$ cat src/rtl/mdix_ctrl.sv
module mdix_ctrl #(
  parameter int          MIN_MS    = 200,
  parameter int          SPAN_MS   = 221,
  parameter logic [15:0] LFSR_TAPS = 16'hB400,
  parameter logic [15:0] LFSR_SEED = 16'hACE1
) (
  input  logic clk,
  input  logic rst_n,
  input  logic ms_tick,
  input  logic sig_detect,
  input  logic pin_auto_dis,
  input  logic cfg_auto_off,
  input  logic cfg_force_x,
  output logic mdix_sel,
  output logic mdix_stat
);
  localparam int CNT_W = $clog2(MIN_MS + SPAN_MS + 1);

  logic [15:0]      lfsr, lfsr_next;
  logic [CNT_W-1:0] cnt, limit;
  logic             hunt_x, auto_on, ovr_sel, wrap;

  assign auto_on   = !pin_auto_dis && !cfg_auto_off;
  assign ovr_sel   = cfg_auto_off ? cfg_force_x : 1'b0;
  assign mdix_sel  = auto_on ? hunt_x : ovr_sel;
  assign lfsr_next = {1'b0, lfsr[15:1]} ^ (lfsr[0] ? LFSR_TAPS : 16'h0000);
  assign limit     = CNT_W'(MIN_MS) + CNT_W'(lfsr % 16'(SPAN_MS));
  assign wrap      = (cnt == limit - CNT_W'(1));

  always_ff @(posedge clk or negedge rst_n) begin
    if (!rst_n) begin
      lfsr      <= LFSR_SEED;
      cnt       <= '0;
      hunt_x    <= 1'b0;
      mdix_stat <= 1'b0;
    end else if (!auto_on) begin
      cnt       <= '0;
      hunt_x    <= 1'b0;
      mdix_stat <= ovr_sel;
    end else if (sig_detect) begin
      cnt       <= '0;
      mdix_stat <= hunt_x;
    end else if (ms_tick) begin
      if (wrap) begin
        cnt    <= '0;
        hunt_x <= ~hunt_x;
        lfsr   <= lfsr_next;
      end else begin
        cnt <= cnt + CNT_W'(1);
      end
    end
  end
endmodule

$ cat config.mk
export PLATFORM = sky130hd
export DESIGN_NAME = mdix_ctrl
export DESIGN_NICKNAME = d
export VERILOG_FILES = /design/src/rtl/mdix_ctrl.sv
export SDC_FILE = /design/constraint.sdc
export NUM_CORES = 1
export LEC_CHECK = 0
export BUFFER_PORTS_ARGS = -buffer_cell sky130_fd_sc_hd__buf_2
export CAP_MARGIN = 20
export CORE_MARGIN = 4
export CORE_UTILIZATION = 54
export DETAILED_ROUTE_END_ITERATION = 12
export PLACE_DENSITY = 0.71
export SLEW_MARGIN = 10
export SYNTH_ARGS = -nofsm -noshare
export SYNTH_HDL_FRONTEND = slang
export SYNTH_SLANG_ARGS = --single-unit
$ cat constraint.sdc
create_clock -name clk -period 11.6 [get_ports clk]
set_input_delay 2.32 -clock clk [delete_from_list [all_inputs] [get_ports clk]]
set_output_delay 2.32 -clock clk [all_outputs]
set_load 0.01 [all_outputs]
# Yosys cells after proc, flatten, opt, wreduce, memory -nomap -nowiden
# Cells that the tools add are included.
[word_totals]
regBits = 27
inputBits = 7
out_inout_bits = 2
elab_cells = 35
[op_classes]
add_sub_neg = 3
div_mod_pow = 1
eq_ne = 6
mux = 13
bitwise = 3
reduce_logical = 5
[ops]
columns = ["cell", "count"]
rows = [
  ["2-to-1 mux 9 bit", 4],
  ["remainder unit 16 x 8 -> 16 bit, second input constant", 1],
  ["2-to-1 mux 16 bit", 1],
  ["bitwise XOR 15 x 16 -> 16 bit", 1],
  ["adder 8 x 9 -> 9 bit, first input constant", 1],
  ["adder 9 x 1 -> 9 bit, second input constant", 1],
  ["equality test 9 bit", 1],
  ["subtractor 9 x 1 -> 9 bit, second input constant", 1],
  ["2-to-1 mux 1 bit", 8],
  ["!= test 2 bit, second input constant", 3],
  ["AND reduction 4 bit", 1],
  ["!= test 3 bit, second input constant", 1],
  ["AND reduction 3 bit", 1],
  ["zero test 1 bit", 2],
  ["!= test 2 x 1 -> 1 bit, second input constant", 1],
  ["inverter 1 bit", 2],
  ["logical AND 1 bit", 1],
]

# Logic depth before layout (Yosys ltp)
# Gate-level depths: netlist (run 1).
[depth]
ltp_word = 8
ltp_mapped = 47
mapped_depth_nobuf = 39

# Least setup slack after synthesis (run 1)
# No wires, ideal clock.
[synth_path]
path_type = "reg-to-reg"
from = "register lfsr[13]"
to = "register lfsr[3]"
setup_ps = 125
arrival_ps = 10045
required_time_ps = 11475
setup_slack_ps = 1430
path_stages_with_launch = 46
path_buffers = 6
synth_period_minus_slack_ps = 10170
cell_sequence = "dfstp_2 > buf_4 > inv_2 > buf_4 > or3_1 > and2_1 > a31o_1 > o21a_1 > buf_2 > and4_4 > or4_4 > o2bb2ai_2 > or4_1 > and3_1 > clkbuf_2 > or4_4 > nand2_4 > mux2_4 > [... 10 more ...] > a41oi_1 > nand2_1 > mux2_2 > a2111oi_4 > o21ai_0 > nand2_1 > ha_1 > nand2b_1 > a21oi_1 > o31ai_1 > nor3_1 > o41a_1 > or4b_1 > o311ai_2 > nand4_4 > buf_2 > nand2_1 > o21ai_1"
[synth_via]
elab_chain_cells = 5
[synth_rtl]
columns = ["item", "line", "source"]
rows = [
  ["start, declared", "19", "logic [15:0] lfsr, lfsr_next;"],
  ["start signal, assigned", "47", "lfsr <= lfsr_next;"],
  ["remainder unit 16 x 8 -> 16 bit", "27", "assign limit = CNT_W'(MIN_MS) + CNT_W'(lfsr % 16'(SPAN_MS));"],
  ["adder 8 x 9 -> 9 bit", "27", ""],
  ["subtractor 9 x 1 -> 9 bit", "28", "assign wrap = (cnt == limit - CNT_W'(1));"],
  ["equality test 9 bit", "28", ""],
  ["AND reduction 4 bit (no line)", "-", ""],
]
# Every way passes these cells.
# A chain may end at the register's enable or synchronous reset.

# Worst setup path in the final report (run 1)
[layout_path]
from = "register lfsr[15]"
to = "register lfsr[1]"
# The elaborated chain is that of the path after synthesis.

==> run metrics, run 1 <==
Post-Place Cells=863; Critical path buffers and inverters=3; Die Ht=107.6 um; ANT nets after route=0; Clock Tree Root=clkbuf_8; Total Wirelength=15.35 mm; Port Buffer Count=8; CTS buffer count=3; critical path class=reg -> reg; IO Count=9; Syn Nets=767; drt wl/cell=17.58 um; number of global-route vias before repair=5357; CP top delay family=compound AO/OA/AOI/OAI gates; synth-to-layout area growth=4.902%; CTS Buffer Depth=2; grt ovf=0; Yosys cell types=100; area leader, netlist=dfrtp_1; PwrDens=27.97 nW/um2; largest net degree at the start of global routing=29; Pleak=1.899 nW; TritonCTS clock tree=yes; GP Congestion=0.9552; r2r startpoint=lfsr[15]$_DFFE_PN1P_; Layout Utilization=57.79%; hold_ws=0.5213 ns; layout cells sized above 1=11.62%; EDFF count, synth=0; drt first-iter violations=549; Total GRT Usage=25.35%; H-Tree Depth=1; Ys Warns=0; Critical Path Max Stage Delay=0.71 ns; placed standard-cell area=5443 um2; slack of the critical path=0.4985 ns; global-route wire length before repair=25.23 mm; via count=6060; Hold Vio Cnt, Final=0; Worst EP arrival=11.27 ns; starting density of the core=55.09%; Post-Route Setup TNS=0 ns; # clock sinks=27; Tcrit/Tclk final=95.70%; Tot Pwr=0.1573 mW; latest clock arrival within the worst-skew pair=0.27 ns; die width=107.6 um; Max Cap Viol=0; CP startpoint kind=flop; #FFs+latches synth=27; Via density=6.942; crit path max fanout=17; Setup Slack @ Placement=0.04905 ns; top-count cell post-synth=nand2_1; Mapped Area=5360 um2; fill cell count=958; Non-Filler Instances=873; Final setup viols=0; # diodes=0; maximum vdd drop=0.05381 mV; Rel. slew slack=22.88%; Pre-antenna DRT Iters=5; Post-synth top cells=nand2_1, nor2_1, a21oi_1, o21ai_0, xnor2_1; fmax=0.09008 GHz; die footprint=11580 um2; Post-layout nets=753; Worst-Margin Slew=1.148 ns; Async SR Flop Fraction=100.0%; Finished Cell Area=5623 um2; initial antenna violation count=0; # DRC=0; Final Max Tran Viols=0; worst hold path class=reg -> reg; Hold Startpoint=mdix_stat$_DFFE_PN0P_; CP required=11.77 ns; detailed placement HPWL=11.43 mm; Setup crit start=lfsr[15]$_DFFE_PN1P_; Cell Rows=36; post-layout minimum cycle time=11.10 ns; CTS clk-pin slew, worst paths=0.09 ns; Crit-path slowest cell=dfstp_2; Critical Path Sink Type=flop; Synth Instances=755; core box area=9729 um2; Mapped Avg Cell Area=7.100 um2; post-synthesis sequential area ratio=12.79%; most frequent cell on the critical path=nand2_1; Clock Skew=0.003773 ns; outcome=complete, no violations; top cells by area, synth=dfrtp_1, xnor2_1, a21oi_1; top-area cell type share of the netlist area=8.870%; Synth Flop Type=dfrtp_1
## area by class of cell
| type | count | area [um2] | area share (%) |
|---|---|---|---|
| multi-input combinational | 666 | 4503 | 80.08 |
| sequential | 27 | 685.7 | 12.19 |
| tap | 133 | 166.4 | 2.960 |
| timing repair buffer | 21 | 135.1 | 2.403 |
| inverter | 22 | 82.58 | 1.469 |
| clock buffer | 3 | 41.29 | 0.7343 |
| clock inverter | 1 | 8.758 | 0.1558 |
## layout by cell type, fill, tap and decap left out, drive strengths merged, types with 5 or more instances in the layout
cell type	netlist	routed
dfstp	8	8
o31ai	14	14
o211ai	14	14
a21boi	7	7
and2	15	15
nand2b	8	8
o22ai	7	7
mux2	15	15
a211o	7	7
a211oi	14	14
nor3	29	29
nand4	9	10
a21oi	57	57
o21a	9	9
nor2	58	58
o2111ai	6	6
or4	7	7
or3	11	11
nand2	68	68
mux2i	14	14
buf	18	21
o21ai	70	70
inv	22	23
nor4	10	10
or2	6	6
ha	5	5
o311ai	11	11
o31a	7	7
xor2	7	7
a21o	8	8
dfrtp	19	19
a31oi	16	16
and3	11	11
nand3	35	35
xnor2	37	37
## power by group
| part | total [mW] | internal [mW] | switching, mW |
|---|---|---|---|
| clock | 0.0554 | 0.0252 | 0.0302 |
| combinational | 0.00697 | 0.00205 | 0.00492 |
| sequential | 0.0949 | 0.0946 | 0.000344 |
| total | 0.157 | 0.122 | 0.0355 |
## logic make-up after synthesis
logic type               count (synthesis)  synth area share [%]
AO/OA/AOI/OAI                          298                 39.87
multiplexers                            29                 5.835
adder cells (fa/ha/maj)                  7                 1.541
AND/OR/NAND/NOR                        287                 27.85
flip-flops                              27                 12.79
buffers and inverters                   63                 4.925
XOR/XNOR                                44                 7.190
## timing repair
item	4_1_cts	5_1_grt
setup buffers	0	5
hold buffers	0	0
gates resized for setup	1	16
setup endpoints to repair	3	26
pin swaps	0	4
cloned	0	1
## worst register-to-register path: cells and delay by family (launching register included)
kind,cells,cell delay [ns]
AOI/OAI and AO/OA,16,4.37
adders and majority gates,2,0.49
buffers and inverters,3,0.54
DFF,1,0.71
muxes,3,0.96
and+or+nand+nor,16,3.93
## registers in the layout (all words and copies together) (netlist names)
name / flops
hunt_x: 1
cnt: 9
lfsr: 16
mdix_stat: 1
## worst paths after layout
check | to | slack (ns) | cells after the start
max | lfsr[1]$_DFFE_PN0P_ | 0.50 | 40
min | mdix_stat$_DFFE_PN0P_ | 0.52 | 1
max reg2reg | lfsr[1]$_DFFE_PN0P_ | 0.50 | 40
min reg2reg | mdix_stat$_DFFE_PN0P_ | 0.52 | 1
max in group asynchronous | cnt[2]$_DFFE_PN0P_ | 9.19 | 1
min in group asynchronous | cnt[7]$_DFFE_PN0P_ | 2.03 | 1
## layer usage
metal | track usage [%] | routed length [um] | up-vias
met1 | 36.22 | 7130 | 2886
met4 | 6.402 | 231 | 0
met5 | 0 | 0 | -
met3 | 2.280 | 813 | 33
met2 | 41.07 | 7170 | 242
li1 | - | - | 2899
No activity file was read; power rests on OpenSTA's default activity.
==> run 2: changes to the inputs <==
--- a/config.mk
+++ b/config.mk
@@ -5,7 +5,7 @@
 export SDC_FILE = /design/constraint.sdc
 export NUM_CORES = 1
 export LEC_CHECK = 0
-export BUFFER_PORTS_ARGS = -buffer_cell sky130_fd_sc_hd__buf_2
+export BUFFER_PORTS_ARGS = -buffer_cell sky130_fd_sc_hd__buf_4
 export CAP_MARGIN = 20
 export CORE_MARGIN = 4
 export CORE_UTILIZATION = 54
==> run metrics, run 2 (synthesis results as in run 1) <==
CP startpoint kind=flop; outcome=complete, no violations; # DRC=0 (unchanged); IO Count=9 (unchanged); CTS buffer count=3 (unchanged); die width=107.6 um (unchanged); largest net degree at the start of global routing=29 (unchanged); PwrDens=27.70 nW/um2 (-0.96%); fill cell count=911 (-4.9%); Rel. slew slack=26.79% (+3.9 points); worst hold path class=reg -> reg; core box area=9729 um2 (unchanged); Hold Vio Cnt, Final=0 (unchanged); initial antenna violation count=0 (unchanged); Reg power frac=60.4% (about the same); layout cells sized above 1=11.64% (+0.016 points); post-layout minimum cycle time=11.04 ns (-0.06285 ns); Post-Route Setup TNS=0 ns (unchanged); Die Ht=107.6 um (unchanged); Pleak=1.901 nW (+0.13%); via count=5936 (-2.0%); number of global-route vias before repair=5269 (-1.6%); Largest register FFs=16 (unchanged); CP required=11.77 ns (about the same); Final Max Tran Viols=0 (unchanged); Via density=6.807 (-1.9%); Tcrit/Tclk final=95.16% (-0.54 points); ANT nets after route=0 (unchanged); latest clock arrival within the worst-skew pair=0.27 ns (about the same); Max Cap Viol=0 (unchanged); detailed placement HPWL=11.45 mm (+0.21%); commonest non-fill, non-tap cell in the layout=nand2_1; Top Registers=lfsr x16, cnt x9; Port Buffer Count=8 (unchanged); fmax=0.09059 GHz (+0.57%); Critical Path Max Stage Delay=0.72 ns (about the same); Multi-input gate area=4526 um2 (+0.50%); Hold Path Depth=1 (unchanged); grt ovf=0 (unchanged); drt first-iter violations=501 (-8.7%); Total Wirelength=15.23 mm (-0.74%); most frequent cell on the critical path=nand2_1; Worst-Margin Slew=1.090 ns (-0.05815 ns); Final setup viols=0 (unchanged); maximum vdd drop=0.04959 mV (-7.8%); CTS clk-pin slew, worst paths=0.09 ns (about the same); Total GRT Usage=25.28% (-0.066 points); hold buffer count at cts=0 (unchanged); Tot Pwr=0.1572 mW (about the same); die footprint=11580 um2 (unchanged); Top reg by flops=lfsr; Pre-antenna DRT Iters=6 (+1); Clock Tree Root=clkbuf_8; Cell Rows=36 (unchanged); switch share=22.49% (-0.071 points); global-route wire length before repair=24.94 mm (-1.2%); reg2reg path depth=40 (unchanged); Combinational Power Share=4.9% (+0.5 points); # clock sinks=27 (unchanged); Crit-path slowest cell=dfstp_4; CTS Buffer Depth=2 (unchanged); crit path max fanout=17 (unchanged); critical path class=reg -> reg; register area=689.4 um2 (+0.55%); Clock Skew=0.001665 ns (-0.002108 ns); Post-layout nets=752 (-0.13%); synth-to-layout area growth=5.836%; P_int=0.1218 mW (about the same); # diodes=0 (unchanged); GP Congestion=0.9981 (+4.5%); net switching power=0.03534 mW (-0.40%); H-Tree Depth=1 (unchanged); highest-count cells in the layout ignoring fill and taps=nand2_1, nor2_1, a21oi_1, o21ai_0, xnor2_1; drt wl/cell=17.47 um (-0.63%); Worst EP arrival=11.21 ns (-0.06 ns); TritonCTS clock tree=yes; Clk pwr share=34.7% (-0.5 points); Critical Path Sink Type=flop; starting density of the core=55.09% (unchanged)
run 2: cell types whose count changed in the layout (fill, tap and decap cells not counted), sizes merged:
cell,before,now
buf,21,20
clkinvlp,0,1
inv,23,22
run 2: timing repair:
item | in CTS | in global routing
resized for setup | 0 | 21
setup endpoints to repair | 0 | 26
hold endpoints to repair | 0 | 0
buffers inserted | 0 | 3
run 2: area by class of cell:
class	count	area share [%]
repair buffers	20	2.823
flip-flops and latches	27	12.15
clock inverters	1	0.1323
multi-input cells	666	79.78
clock buffers	3	0.7278
well taps	133	2.933
inverters	22	1.456
run 2: power groups by stage:
| stage | clock (mW) | sequential [mW] | combinational [mW] |
|---|---|---|---|
| finish | 0.0545 | 0.0949 | 0.00776 |
| global route | 0.0595 | 0.0950 | 0.00891 |
| CTS | 0.0567 | 0.0949 | 0.00752 |
| detailed placement | 0 | 0.0966 | 0.00745 |
| global placement | 0 | 0.0966 | 0.00726 |
| floorplan | 0 | 0.0967 | 0.00214 |
run 2: through the flow:
step	cell area [um2]	instances	hold WS [ns]	setup WS, ns	util, %
6_report	5673	872	0.5371	0.5614	58.31
5_1_grt	5673	872	0.5497	-0.02818	58.31
4_1_cts	5519	868	0.5274	0.04829	56.73
3_5_place_dp	5470	864	0.5019	0.1129	56.22
3_3_place_gp	5465	863	0.4971	0.4466	56.17
2_1_floorplan	5360	755	0.5018	1.430	-
run 2: final timing paths:
check,to,start,slack (ns)
setup / recovery,lfsr[1]$_DFFE_PN0P_,lfsr[15]$_DFFE_PN1P_,0.56
min in group asynchronous,cnt[7]$_DFFE_PN0P_,rst_n,1.93
setup reg to reg,lfsr[1]$_DFFE_PN0P_,lfsr[15]$_DFFE_PN1P_,0.56
hold / removal,mdix_stat$_DFFE_PN0P_,mdix_stat$_DFFE_PN0P_,0.54
max in group asynchronous,lfsr[5]$_DFFE_PN1P_,rst_n,9.37
hold reg to reg,mdix_stat$_DFFE_PN0P_,mdix_stat$_DFFE_PN0P_,0.54
run 2: per-layer routing:
layer,vias to the layer above,share of wire (%),global-route usage [%]
met4,0,1.6,5.230
li1,2887,-,-
met3,23,5.8,1.740
met1,2802,46,36.28
met2,224,47,41.74
met5,-,0,0
run 2: worst max-delay path: cells and delay by family, from the launching register on:
kind / cells / cell delay [ns]
AOI/OAI and AO/OA: 15 / 3.94
DFF: 1 / 0.72
buffers and inverters: 3 / 0.45
muxes: 4 / 1.19
adders and majority gates: 2 / 0.50
and+or+nand+nor: 16 / 4.13
==> run 3: changes to the inputs <==
--- a/config.mk
+++ b/config.mk
@@ -7,10 +7,9 @@
 export LEC_CHECK = 0
 export BUFFER_PORTS_ARGS = -buffer_cell sky130_fd_sc_hd__buf_4
 export CAP_MARGIN = 20
-export CORE_MARGIN = 4
 export CORE_UTILIZATION = 54
 export DETAILED_ROUTE_END_ITERATION = 12
-export PLACE_DENSITY = 0.71
+export PLACE_DENSITY = 0.77
 export SLEW_MARGIN = 10
 export SYNTH_ARGS = -nofsm -noshare
 export SYNTH_HDL_FRONTEND = slang
==> run metrics, run 3 (synthesis results as in run 1) <==
outcome=complete, no violations; Die Ht=101.6 um (-5.6%); Rel. slew slack=19.94% (-6.8 points); maximum vdd drop=0.06539 mV (+32%); Hold Vio Cnt, Final=0 (unchanged); Reg power frac=59.8% (-0.6 points); # diodes=0 (unchanged); Layout Utilization=59.73% (+1.4 points); P_int=0.1227 mW (+0.71%); Clk pwr share=35.3% (+0.6 points); hold buffer count at cts=0 (unchanged); # DRC=0 (unchanged); CTS Buffer Depth=2 (unchanged); Pre-antenna DRT Iters=6 (unchanged); drt wl/cell=17.27 um (-1.1%); switch share=22.76% (+0.27 points); GP Congestion=0.9596 (-3.9%); highest-count cells in the layout ignoring fill and taps=nand2_1, nor2_1, a21oi_1, o21ai_0, xnor2_1; Combinational Power Share=5.0% (about the same); fmax=0.09075 GHz (+0.17%); net switching power=0.03615 mW (+2.3%); synth-to-layout area growth=4.925%; commonest non-fill, non-tap cell in the layout=nand2_1; post-layout minimum cycle time=11.02 ns (-0.01878 ns); Critical Path Sink Type=flop; worst hold path class=reg -> reg; Total Wirelength=14.92 mm (-2.0%); hold_ws=0.5333 ns (-0.003801 ns); CP required=11.77 ns (about the same); Largest register FFs=16 (unchanged); Clock Tree Root=clkbuf_8; Pleak=1.883 nW (-0.97%); layout cells sized above 1=11.29% (-0.34 points); Via density=6.816 (+0.13%); critical path class=reg -> reg; die width=101.6 um (-5.6%); CTS buffer count=3 (unchanged); Top Registers=lfsr x16, cnt x9; Non-Filler Instances=864 (-0.92%); latest clock arrival within the worst-skew pair=0.28 ns (about the same); Post-Place Cells=857 (-0.81%); CP startpoint kind=flop; drt first-iter violations=471 (-6.0%); crit path max fanout=17 (unchanged); grt ovf=0 (unchanged); CTS clk-pin slew, worst paths=0.10 ns (about the same); Critical Path Max Stage Delay=0.72 ns (about the same); core box area=9415 um2 (-3.2%); Max Cap Viol=0 (unchanged); die footprint=10330 um2 (-11%); initial antenna violation count=0 (unchanged); detailed placement HPWL=11.25 mm (-1.7%); Tcrit/Tclk final=95.00% (-0.16 points); ANT nets after route=0 (unchanged); Worst-Margin Slew=1.192 ns (+0.1019 ns); Tot Pwr=0.1588 mW (+1.1%); largest net degree at the start of global routing=29 (unchanged); most frequent cell on the critical path=nand2_1; global-route wire length before repair=24.70 mm (-0.94%); Final setup viols=0 (unchanged); Post-layout nets=748 (-0.53%); PwrDens=28.24 nW/um2 (+1.9%); Top reg by flops=lfsr; Crit-path slowest cell=dfstp_4; Total GRT Usage=28.63% (+3.3 points); Cell Rows=35 (-2.8%); H-Tree Depth=1 (unchanged); via count=5889 (-0.79%); Final Max Tran Viols=0 (unchanged); Reg2Reg Setup Slack=0.58 ns (+0.02 ns); number of global-route vias before repair=5275 (+0.11%); Clock Skew=0.008755 ns (+0.007090 ns); Worst EP arrival=11.19 ns (-0.02 ns); Port Buffer Count=8 (unchanged); starting density of the core=56.93% (+1.8 points); IO Count=9 (unchanged); TritonCTS clock tree=yes; # clock sinks=27 (unchanged)
==> run 3: critical path: cells and delay by family, from the launching register on <==
kind	cells	cell delay, ns
AO/OA/AOI/OAI	14	3.77
adder cells (fa/ha/maj)	2	0.47
buffers and inverters	2	0.33
flip-flops	1	0.72
multiplexers	4	1.10
AND/OR/NAND/NOR	17	4.49
==> run 3: repair_timing <==
action | in CTS | in global routing
endpoints found under the setup margin | 0 | 26
buffers inserted | 0 | 2
gates resized for setup | 0 | 21
==> run 3: power by group through the flow <==
stage          clock, mW  sequential, mW  combinational (mW)
4_1_cts           0.0575          0.0950             0.00757
3_5_place_dp           0          0.0967             0.00752
6_report          0.0560          0.0949             0.00792
3_3_place_gp           0          0.0966             0.00716
5_1_grt           0.0616          0.0950             0.00874
2_1_floorplan          0          0.0967             0.00214
==> run 3: stage by stage <==
stage,worst slack [ns],TNS (ns),area [um2]
5_1_grt,-0.04424,-0.1517,5624
4_1_cts,0.1025,0,5493
3_5_place_dp,0.1571,0,5443
6_report,0.5802,0,5624
2_1_floorplan,1.430,0,5360
3_3_place_gp,0.4685,0,5438
==> run 3: final timing paths <==
| kind | depth (start not counted) | end | startpoint |
|---|---|---|---|
| min in group asynchronous | 1 | mdix_stat$_DFFE_PN0P_ | rst_n |
| setup / recovery | 39 | lfsr[14]$_DFFE_PN0P_ | lfsr[15]$_DFFE_PN1P_ |
| setup reg to reg | 39 | lfsr[14]$_DFFE_PN0P_ | lfsr[15]$_DFFE_PN1P_ |
| hold reg to reg | 1 | mdix_stat$_DFFE_PN0P_ | mdix_stat$_DFFE_PN0P_ |
| hold / removal | 1 | mdix_stat$_DFFE_PN0P_ | mdix_stat$_DFFE_PN0P_ |
| max in group asynchronous | 1 | lfsr[0]$_DFFE_PN1P_ | rst_n |
==> run 3: metal layers <==
metal	GRT usage, %	routed length (um)	vias to the layer above
met3	2.001	816	30
met4	6.020	249	0
met5	0	0	-
met2	46.88	6855	219
li1	-	-	2884
met1	41.18	6998	2756
==> run 3: cell type report <==
type	count	area, um2
clock buffer	3	41.29
clock inverter	1	8.758
fill	869	3791
inverter	22	82.58
multi-input combinational	666	4522
sequential	27	690.7
tap	129	161.4
timing repair buffer	16	117.6
